## config.mk

```make
export PLATFORM = sky130hd
export DESIGN_NAME = pwm_trail_gen
export DESIGN_NICKNAME = d
export VERILOG_FILES = /design/src/rtl/pwm_trail_pkg.sv /design/src/rtl/pwm_carrier.sv /design/src/rtl/pwm_cmd_shaper.sv /design/src/rtl/pwm_edge_gen.sv /design/src/rtl/pwm_trail_gen.sv
export SDC_FILE = /design/constraint.sdc
export NUM_CORES = 1
export LEC_CHECK = 0
export BUFFER_PORTS_ARGS = -buffer_cell sky130_fd_sc_hd__buf_2
export CAP_MARGIN = 20
export CORE_AREA = 2 2 125 127
export DETAILED_ROUTE_END_ITERATION = 10
export DIE_AREA = 0 0 127 129
export GPL_TIMING_DRIVEN = 0
export PLACE_DENSITY = 0.84
export SLEW_MARGIN = 20
export SYNTH_ARGS = -nofsm -noshare
export SYNTH_HDL_FRONTEND = slang
export SYNTH_HIERARCHICAL = 1
export SYNTH_SLANG_ARGS = --single-unit
```

## constraint.sdc

```tcl
create_clock -name clk -period 9.51 [get_ports clk]
set_input_delay 1.902 -clock clk [delete_from_list [all_inputs] [get_ports clk]]
set_output_delay 1.902 -clock clk [all_outputs]
set_load 0.01 [all_outputs]
```

## src/rtl/pwm_trail_pkg.sv

```systemverilog
package pwm_trail_pkg;
  localparam int unsigned PCT_FULL    = 100;
  localparam int unsigned DZ_PCT_DEF  = 2;
  localparam int unsigned MAX_PCT_DEF = 40;
  localparam int unsigned MIN_PERIOD  = 2;
  localparam int unsigned PCT_BITS    = 7;

  typedef enum logic {
    PH_LOW  = 1'b0,
    PH_HIGH = 1'b1
  } pwm_phase_e;
endpackage

```

## src/rtl/pwm_carrier.sv

```systemverilog
module pwm_carrier
  import pwm_trail_pkg::*;
#(
  parameter int unsigned CNT_W      = 16,
  parameter int unsigned DEF_PERIOD = 2000
) (
  input  logic             clk,
  input  logic             rst,
  input  logic [CNT_W-1:0] period_i,
  output logic             wrap_o,
  output logic [CNT_W-1:0] cnt_nx_o,
  output logic [CNT_W-1:0] per_nx_o,
  output logic [CNT_W-1:0] cnt_q_o,
  output logic [CNT_W-1:0] per_q_o
);
  localparam logic [CNT_W-1:0] ONE   = CNT_W'(1);
  localparam logic [CNT_W-1:0] MIN_P = CNT_W'(MIN_PERIOD);
  localparam logic [CNT_W-1:0] DEF_P = CNT_W'(DEF_PERIOD);

  logic [CNT_W-1:0] cnt_q, per_q, per_sel;

  always_comb begin
    per_sel  = (period_i < MIN_P) ? MIN_P : period_i;
    wrap_o   = (cnt_q == per_q - ONE);
    cnt_nx_o = wrap_o ? '0 : cnt_q + ONE;
    per_nx_o = wrap_o ? per_sel : per_q;
  end

  always_ff @(posedge clk) begin
    if (rst) begin
      cnt_q <= DEF_P - ONE;
      per_q <= DEF_P;
    end else begin
      cnt_q <= cnt_nx_o;
      per_q <= per_nx_o;
    end
  end

  assign cnt_q_o = cnt_q;
  assign per_q_o = per_q;


  cnt_range_chk: assert property (@(posedge clk) disable iff (rst)
    cnt_q < per_q);


  per_floor_chk: assert property (@(posedge clk) disable iff (rst)
    per_q >= MIN_P);
endmodule

```

## src/rtl/pwm_cmd_shaper.sv

```systemverilog
module pwm_cmd_shaper
  import pwm_trail_pkg::*;
#(
  parameter int unsigned CNT_W  = 16,
  parameter int unsigned DZ_PCT = DZ_PCT_DEF
) (
  input  logic             clk,
  input  logic             rst,
  input  logic             cmd_valid_i,
  output logic             cmd_ready_o,
  input  logic [CNT_W-1:0] cmd_data_i,
  input  logic             wrap_i,
  input  logic [CNT_W-1:0] per_nx_i,
  output logic [CNT_W-1:0] cmd_nx_o,
  output logic             sup_nx_o,
  output logic [CNT_W-1:0] cmd_q_o,
  output logic             sup_q_o
);
  localparam int unsigned PW = CNT_W + PCT_BITS;

  logic [CNT_W-1:0] pend_q, cmd_q, cmd_sel;
  logic             sup_q, in_dz;

  assign cmd_ready_o = 1'b1;
  assign cmd_sel     = cmd_valid_i ? cmd_data_i : pend_q;

  generate
    if (DZ_PCT == 0) begin : g_no_dz
      assign in_dz = (cmd_sel == '0);
    end else begin : g_dz
      logic [PW-1:0] cmd_scaled, dz_edge;
      assign cmd_scaled = PW'(cmd_sel) * PW'(PCT_FULL);
      assign dz_edge    = PW'(per_nx_i) * PW'(DZ_PCT);
      assign in_dz      = (cmd_scaled < dz_edge);
    end
  endgenerate

  always_comb begin
    cmd_nx_o = wrap_i ? cmd_sel : cmd_q;
    sup_nx_o = wrap_i ? in_dz : sup_q;
  end

  always_ff @(posedge clk) begin
    if (rst) begin
      pend_q <= '0;
      cmd_q  <= '0;
      sup_q  <= 1'b1;
    end else begin
      if (cmd_valid_i) pend_q <= cmd_data_i;
      cmd_q <= cmd_nx_o;
      sup_q <= sup_nx_o;
    end
  end

  assign cmd_q_o = cmd_q;
  assign sup_q_o = sup_q;


  zero_sup_chk: assert property (@(posedge clk) disable iff (rst)
    (cmd_q == '0) |-> sup_q);
endmodule

```

## src/rtl/pwm_edge_gen.sv

```systemverilog
module pwm_edge_gen
  import pwm_trail_pkg::*;
#(
  parameter int unsigned CNT_W   = 16,
  parameter int unsigned MAX_PCT = MAX_PCT_DEF
) (
  input  logic             clk,
  input  logic             rst,
  input  logic             wrap_i,
  input  logic [CNT_W-1:0] cnt_nx_i,
  input  logic [CNT_W-1:0] per_nx_i,
  input  logic [CNT_W-1:0] cmd_nx_i,
  input  logic             sup_nx_i,
  output logic             pwm_o,
  output logic             start_o
);
  localparam int unsigned PW = CNT_W + PCT_BITS;

  pwm_phase_e    ph_q, ph_nx;
  logic          start_q;
  logic          below_cmd, below_lim;
  logic [PW-1:0] cnt_scaled, lim_edge;

  always_comb begin
    cnt_scaled = PW'(cnt_nx_i) * PW'(PCT_FULL);
    lim_edge   = PW'(per_nx_i) * PW'(MAX_PCT);
    below_cmd  = (cnt_nx_i < cmd_nx_i);
    below_lim  = (cnt_scaled < lim_edge);
    ph_nx      = (!sup_nx_i && below_cmd && below_lim) ? PH_HIGH : PH_LOW;
  end

  always_ff @(posedge clk) begin
    if (rst) begin
      ph_q    <= PH_LOW;
      start_q <= 1'b0;
    end else begin
      ph_q    <= ph_nx;
      start_q <= wrap_i;
    end
  end

  assign pwm_o   = (ph_q == PH_HIGH);
  assign start_o = start_q;


  rise_at_start_chk: assert property (@(posedge clk) disable iff (rst)
    $rose(pwm_o) |-> start_o);


  strobe_single_chk: assert property (@(posedge clk) disable iff (rst)
    start_o |=> !start_o);
endmodule

```

## src/rtl/pwm_trail_gen.sv

```systemverilog
module pwm_trail_gen
  import pwm_trail_pkg::*;
#(
  parameter int unsigned CNT_W      = 16,
  parameter int unsigned DEF_PERIOD = 2000,
  parameter int unsigned DZ_PCT     = DZ_PCT_DEF,
  parameter int unsigned MAX_PCT    = MAX_PCT_DEF
) (
  input  logic             clk,
  input  logic             rst,
  input  logic             cmd_valid_i,
  output logic             cmd_ready_o,
  input  logic [CNT_W-1:0] cmd_data_i,
  input  logic [CNT_W-1:0] period_i,
  output logic             pwm_o,
  output logic             start_o
);
  localparam int unsigned PW = CNT_W + PCT_BITS;

  logic             wrap;
  logic [CNT_W-1:0] cnt_nx, per_nx, cnt_q, per_q;
  logic [CNT_W-1:0] cmd_nx, cmd_q;
  logic             sup_nx, sup_q;

  pwm_carrier #(.CNT_W(CNT_W), .DEF_PERIOD(DEF_PERIOD)) u_carrier (
    .clk(clk), .rst(rst), .period_i(period_i), .wrap_o(wrap),
    .cnt_nx_o(cnt_nx), .per_nx_o(per_nx), .cnt_q_o(cnt_q), .per_q_o(per_q)
  );

  pwm_cmd_shaper #(.CNT_W(CNT_W), .DZ_PCT(DZ_PCT)) u_shaper (
    .clk(clk), .rst(rst), .cmd_valid_i(cmd_valid_i), .cmd_ready_o(cmd_ready_o),
    .cmd_data_i(cmd_data_i), .wrap_i(wrap), .per_nx_i(per_nx),
    .cmd_nx_o(cmd_nx), .sup_nx_o(sup_nx), .cmd_q_o(cmd_q), .sup_q_o(sup_q)
  );

  pwm_edge_gen #(.CNT_W(CNT_W), .MAX_PCT(MAX_PCT)) u_edge (
    .clk(clk), .rst(rst), .wrap_i(wrap), .cnt_nx_i(cnt_nx), .per_nx_i(per_nx),
    .cmd_nx_i(cmd_nx), .sup_nx_i(sup_nx), .pwm_o(pwm_o), .start_o(start_o)
  );


  ready_high_chk: assert property (@(posedge clk) disable iff (rst)
    cmd_ready_o);


  cmd_hold_chk: assert property (@(posedge clk) disable iff (rst)
    !start_o |-> ($stable(cmd_q) && $stable(per_q)));


  suppress_low_chk: assert property (@(posedge clk) disable iff (rst)
    sup_q |-> !pwm_o);


  clamp_chk: assert property (@(posedge clk) disable iff (rst)
    pwm_o |-> ((PW'(cnt_q) * PW'(PCT_FULL)) < (PW'(per_q) * PW'(MAX_PCT))));


  start_at_zero_chk: assert property (@(posedge clk) disable iff (rst)
    start_o |-> (cnt_q == '0));
endmodule

```

# --- Word level (Yosys, flattened, before mapping) ---
# Cells that the tools add are included.
word_totals:
  regBits: 67
  input_bits: 35
  output_inout_bits: 3
  wordCells: 27
classes:
  n_addsub: 2
  n_mul: 3
  order_cmp: 4
  eq_ne: 1
  n_mux: 7
  n_reduce_logical: 3
op_table:
  columns: ["cell", "n"]
  rows:
  - ["$mux W16", 5]
  - ["$mul A16 B5 Y21 const B", 2]
  - ["$lt A23 B17 Y1", 1]
  - ["$lt A23 B22 Y1", 1]
  - ["$mul A16 B3 Y19 const B", 1]
  - ["$add A16 B1 Y16 const B", 1]
  - ["$eq A16 B16 Y1", 1]
  - ["$lt A16 B16 Y1", 1]
  - ["$lt A16 B2 Y1 const B", 1]
  - ["$sub A16 B1 Y16 const B", 1]
  - ["$logic_and A1 B1 Y1", 2]
  - ["$mux W1", 2]
  - ["$logic_not A1 Y1", 1]

# --- Logic depth before layout (Yosys ltp) ---
logic_depth:
  depth_word: 9
  ltp_mapped: 30
  ltp_nobuf: 26

# --- Modules after synthesis ---
# Netlist, hierarchy kept.
by_module_without_submodules:
  columns: ["mod", "instances", "cells_per_inst", "area_per_inst_um2", "seq_area_each_um2"]
  rows:
  - ["pwm_cmd_shaper", 1, 393, 3264.4, 660.6]
  - ["pwm_edge_gen", 1, 388, 3204.3, 40.0]
  - ["pwm_carrier", 1, 272, 2403.6, 640.6]

# --- Worst setup path after synthesis ---
# Ideal clock, no wire load.
synth_path:
  path_kind: "in2reg"
  from: "input cmd_valid_i"
  to: "register u_edge.ph_q, in the netlist u_edge/pwm_o"
  setup_time_ns: 0.127
  arrival_time_ns: 7.338
  t_required_ns: 9.383
  setup_slack_ns: 2.045
  cell_stages: 25
  n_path_buf: 2
  path_cell_list: "clkbuf_1 > clkbuf_1 > mux2i_1 > inv_1 > ha_1 > ha_1 > inv_1 > fa_1 > inv_1 > ha_1 > a2111o_1 > o211ai_1 > nand2_1 > xor2_1 > ha_1 > nand2_1 > o2111a_1 > o2111ai_1 > a221o_1 > a221o_1 > or4_4 > o22ai_1 > or4_1 > a221o_1 > a2111oi_2"
synth_between:
  elab_chain_cells: 8
  elab_cells_between_ends: 10
  classes_between: "mul (1); order compare (2); mux (4); reduce/logical (3)"
synth_lines:
  columns: ["element", "line_no", "text"]
  rows:
  - ["start, declared", "pwm_trail_gen.sv:11", "input logic cmd_valid_i,"]
  - ["$mux W16", null, null]
  - ["via u_shaper.cmd_sel[6]", "pwm_cmd_shaper.sv:21", "logic [CNT_W-1:0] pend_q, cmd_q, cmd_sel;"]
  - ["$mul A16 B5 Y21", "pwm_cmd_shaper.sv:32", "assign cmd_scaled = PW'(cmd_sel) * PW'(PCT_FULL);"]
  - ["$lt A23 B17 Y1", "pwm_cmd_shaper.sv:34", "assign in_dz = (cmd_scaled < dz_edge);"]
  - ["$mux W1", "pwm_cmd_shaper.sv:40", "sup_nx_o = wrap_i ? in_dz : sup_q;"]
  - ["via sup_nx", "pwm_trail_gen.sv:23", "logic sup_nx, sup_q;"]
  - ["$logic_not A1 Y1", "pwm_edge_gen.sv:29", "ph_nx = (!sup_nx_i && below_cmd && below_lim) ? PH_HIGH : PH_LOW;"]
  - ["$logic_and A1 B1 Y1 (2 in series)", "pwm_edge_gen.sv:29", null]
  - ["$mux W1", "pwm_edge_gen.sv:29", null]
  - ["end signal, assigned", "pwm_edge_gen.sv:37", "ph_q <= ph_nx;"]
  - ["end, declared", "pwm_edge_gen.sv:19", "pwm_phase_e ph_q, ph_nx;"]
# The timed path passes the listed nets, and every way through them passes these cells.
# A chain may end at the register's enable or synchronous reset.

# --- Worst setup path in the final report ---
# Same ends and word-level chain as after synthesis.

==> flow_metrics.env <==
export IMPL_rows=45
export IMPL_place_area_mm2=0.00928
export IMPL_wl_met3_um=1210
export IMPL_drv_slew=0
export IMPL_design_area_mm2=0.00955
export IMPL_vias_per_cell=5.89
export IMPL_cts_inserted_buffers=9
export IMPL_worstMarginPinSlew_ns=0.778
export IMPL_grt_pass1_wl_um=34300
export IMPL_ys_seq_area_share_pct=15.1
export IMPL_syn_nets=1293
export IMPL_cts_root_buffer="clkbuf_16"
export IMPL_setup_tns_ns=0
export IMPL_vias=7616
export IMPL_cts_tree="done"
export IMPL_hold_path_class="register to register"
export IMPL_cts_hold_buf=0
export IMPL_coreArea_mm2=0.0150
export IMPL_layout_commonest_cell="ha_1"
export IMPL_ant_nets=0
export IMPL_clock_latency_ns=0.34
export IMPL_path_class="input pin to register"
export IMPL_nets=1339
export IMPL_synth_seq_cells=67
export IMPL_syn_area_per_cell_um2=8.43
export IMPL_drt_wl_total_um=21100
export IMPL_wl_met1_um=9430
export IMPL_grt_start_max_net_pins=13
export IMPL_die_h_um=129
export IMPL_required_ns=9.72
export IMPL_cts_buffer_depth=2
export IMPL_layout_drive_gt1_share_pct=9.24
export IMPL_hold_viol=0
export IMPL_clkTransAtPathRegs_ns=0.06
export IMPL_antenna_cells=0
export IMPL_nFillCells=1265
export IMPL_synthArstFlopShare_pct=0
export IMPL_drt_pre_antenna_iters=5
export IMPL_die_area_mm2=0.0164
export IMPL_routedWlPerCell_um=16.3
export IMPL_grt_usage_pct=26.1
export IMPL_antenna_found_initial=0
export IMPL_grt_pass1_vias=7052
export IMPL_top_layer_used="met4"
export IMPL_pin_count=38
export IMPL_end_kind="register"
export IMPL_wl_met2_um=9760
export IMPL_whs_ns=0.508
export IMPL_yosysWarnings=6
export IMPL_synth_ff_type="dfxtp_1"
export IMPL_syn_area_mm2=0.00887
export IMPL_gp_congestion=0.924
export IMPL_area_growth_syn_to_layout_pct=7.67
export IMPL_cts_resized=0
export IMPL_min_period_ns=8.11
export IMPL_drt_iter0_drc=479
export IMPL_status="completed"
export IMPL_final_cell_mix="ha_1 (182), inv_1 (148), nor2_1 (87), dfxtp_1 (67), a21oi_1 (59)"
export IMPL_skew_ns=0.00727
export IMPL_finalCritPeriodShare_pct=85.3
export IMPL_synth_edf_count=0
export IMPL_grt_remaining_overflow=0
export IMPL_ys_types=76
export IMPL_cts_setup_buffers=0
export IMPL_max_freq_mhz=123
export IMPL_relSlewSlack_pct=47.6
export IMPL_die_x_um=127
export IMPL_cts_max_level=3
export IMPL_finalSetupViolCount=0
export IMPL_synth_cells=1053
export IMPL_utilization_pct=63.8
export IMPL_initial_core_util_pct=59.2
export IMPL_clkSinkCount=67
export IMPL_cap_violations=0
export IMPL_io_buffer_count=35
export IMPL_crit_fanout=10
export IMPL_cp_start_kind="input pin"
export IMPL_route_detailed_drc=0
export IMPL_cp_arrival_ns=8.32
export IMPL_rsz0062_at_grt="false"
export IMPL_post_dp_hpwl_um=16800
cell families (layout without fill, tap and decap cells):
logic type / count (synthesis) / after routing / share of synthesized area, %
AO/OA/AOI/OAI: 211 / 211 / 16.6
XOR/XNOR: 63 / 63 / 6.22
adder cells (fa/ha/maj): 205 / 205 / 30.9
buffers and inverters: 182 / 233 / 8.67
flip-flops: 67 / 67 / 15.1
multiplexers: 53 / 53 / 6.66
other: 1 / 1 / 0.0423
AND/OR/NAND/NOR: 271 / 271 / 15.8
sequential cells by signal, summed over array words and instances (netlist names):
register / cells
u_carrier/cnt_q_o: 16
u_edge/start_o: 1
u_shaper/sup_q_o: 1
u_carrier/per_q_o: 16
u_shaper/pend_q: 16
u_edge/pwm_o: 1
u_shaper/cmd_q_o: 16
worst max-delay path: stages:
cell and delay (ns):
clkbuf_1 0.34, clkbuf_1 0.63, mux2i_1 0.49, inv_1 0.22, ha_1 0.35, ha_1 0.28, inv_1 0.05, fa_1 0.50
inv_1 0.04, ha_1 0.35, a21o_1 0.24, a21oi_4 0.18, nand2_1 0.10, a31oi_1 0.20, xnor2_1 0.09, ha_1 0.31
and4_1 0.22, o211ai_1 0.09, o21ai_0 0.25, a221o_1 0.19, or4_4 0.12, o22ai_1 0.07, or4_1 0.52, a221o_1 0.29
a2111oi_2 0.29
final cells by class:
cell class                 count  area, um2  area share [%]
tap                          188        235            2.46
buffer                        34        214            2.24
clock inverter                 7       45.0           0.472
multi-input combinational    804       6760            70.8
sequential                    67       1340            14.0
timing repair buffer          35        175            1.83
clock buffer                   9        225            2.36
inverter                     148        556            5.82
synth_stat cells (all sizes together), types with 22 or more instances:
| cell type | number | area share, % |
|---|---|---|
| xnor2 | 32 | 3.2 |
| a21oi | 61 | 3.6 |
| mux2i | 35 | 3.9 |
| a21o | 23 | 2.0 |
| fa | 23 | 5.2 |
| o21ai | 34 | 1.9 |
| ha | 182 | 26 |
| nand2 | 35 | 1.5 |
| dfxtp | 67 | 15 |
| nor2 | 87 | 3.7 |
| and2 | 22 | 1.6 |
| inv | 148 | 6.3 |
| nand2b | 23 | 1.6 |
| xor2 | 31 | 3.1 |
per-stage QoR:
step | worst slack (ns) | std cells
floorplan | 2.04 | 1053
global placement | 1.10 | 1276
detailed placement | 1.13 | 1276
CTS | 1.45 | 1292
global route | 1.05 | 1292
finish | 1.40 | 1292
layer usage:
metal	GRT usage, %	vias to the layer above
met5	0	-
met4	9.57	0
met3	3.74	55
met1	34.0	3559
li1	-	3781
met2	44.2	221
path summary, 6_finish.rpt:
check | start | end | slack, ns | cells past startpoint
worst max-delay path | cmd_valid_i | u_edge/pwm_o | 1.40 | 25
worst min-delay path | u_shaper/sup_q_o | u_shaper/sup_q_o | 0.51 | 2
worst max register to register | u_carrier/per_q_o[0] | u_edge/pwm_o | 2.05 | 26
worst min register to register | u_shaper/sup_q_o | u_shaper/sup_q_o | 0.51 | 2
Power is left out: the tool's default activity adds up to more than one toggle a clock period on the data nets, which glitch-free logic cannot reach.
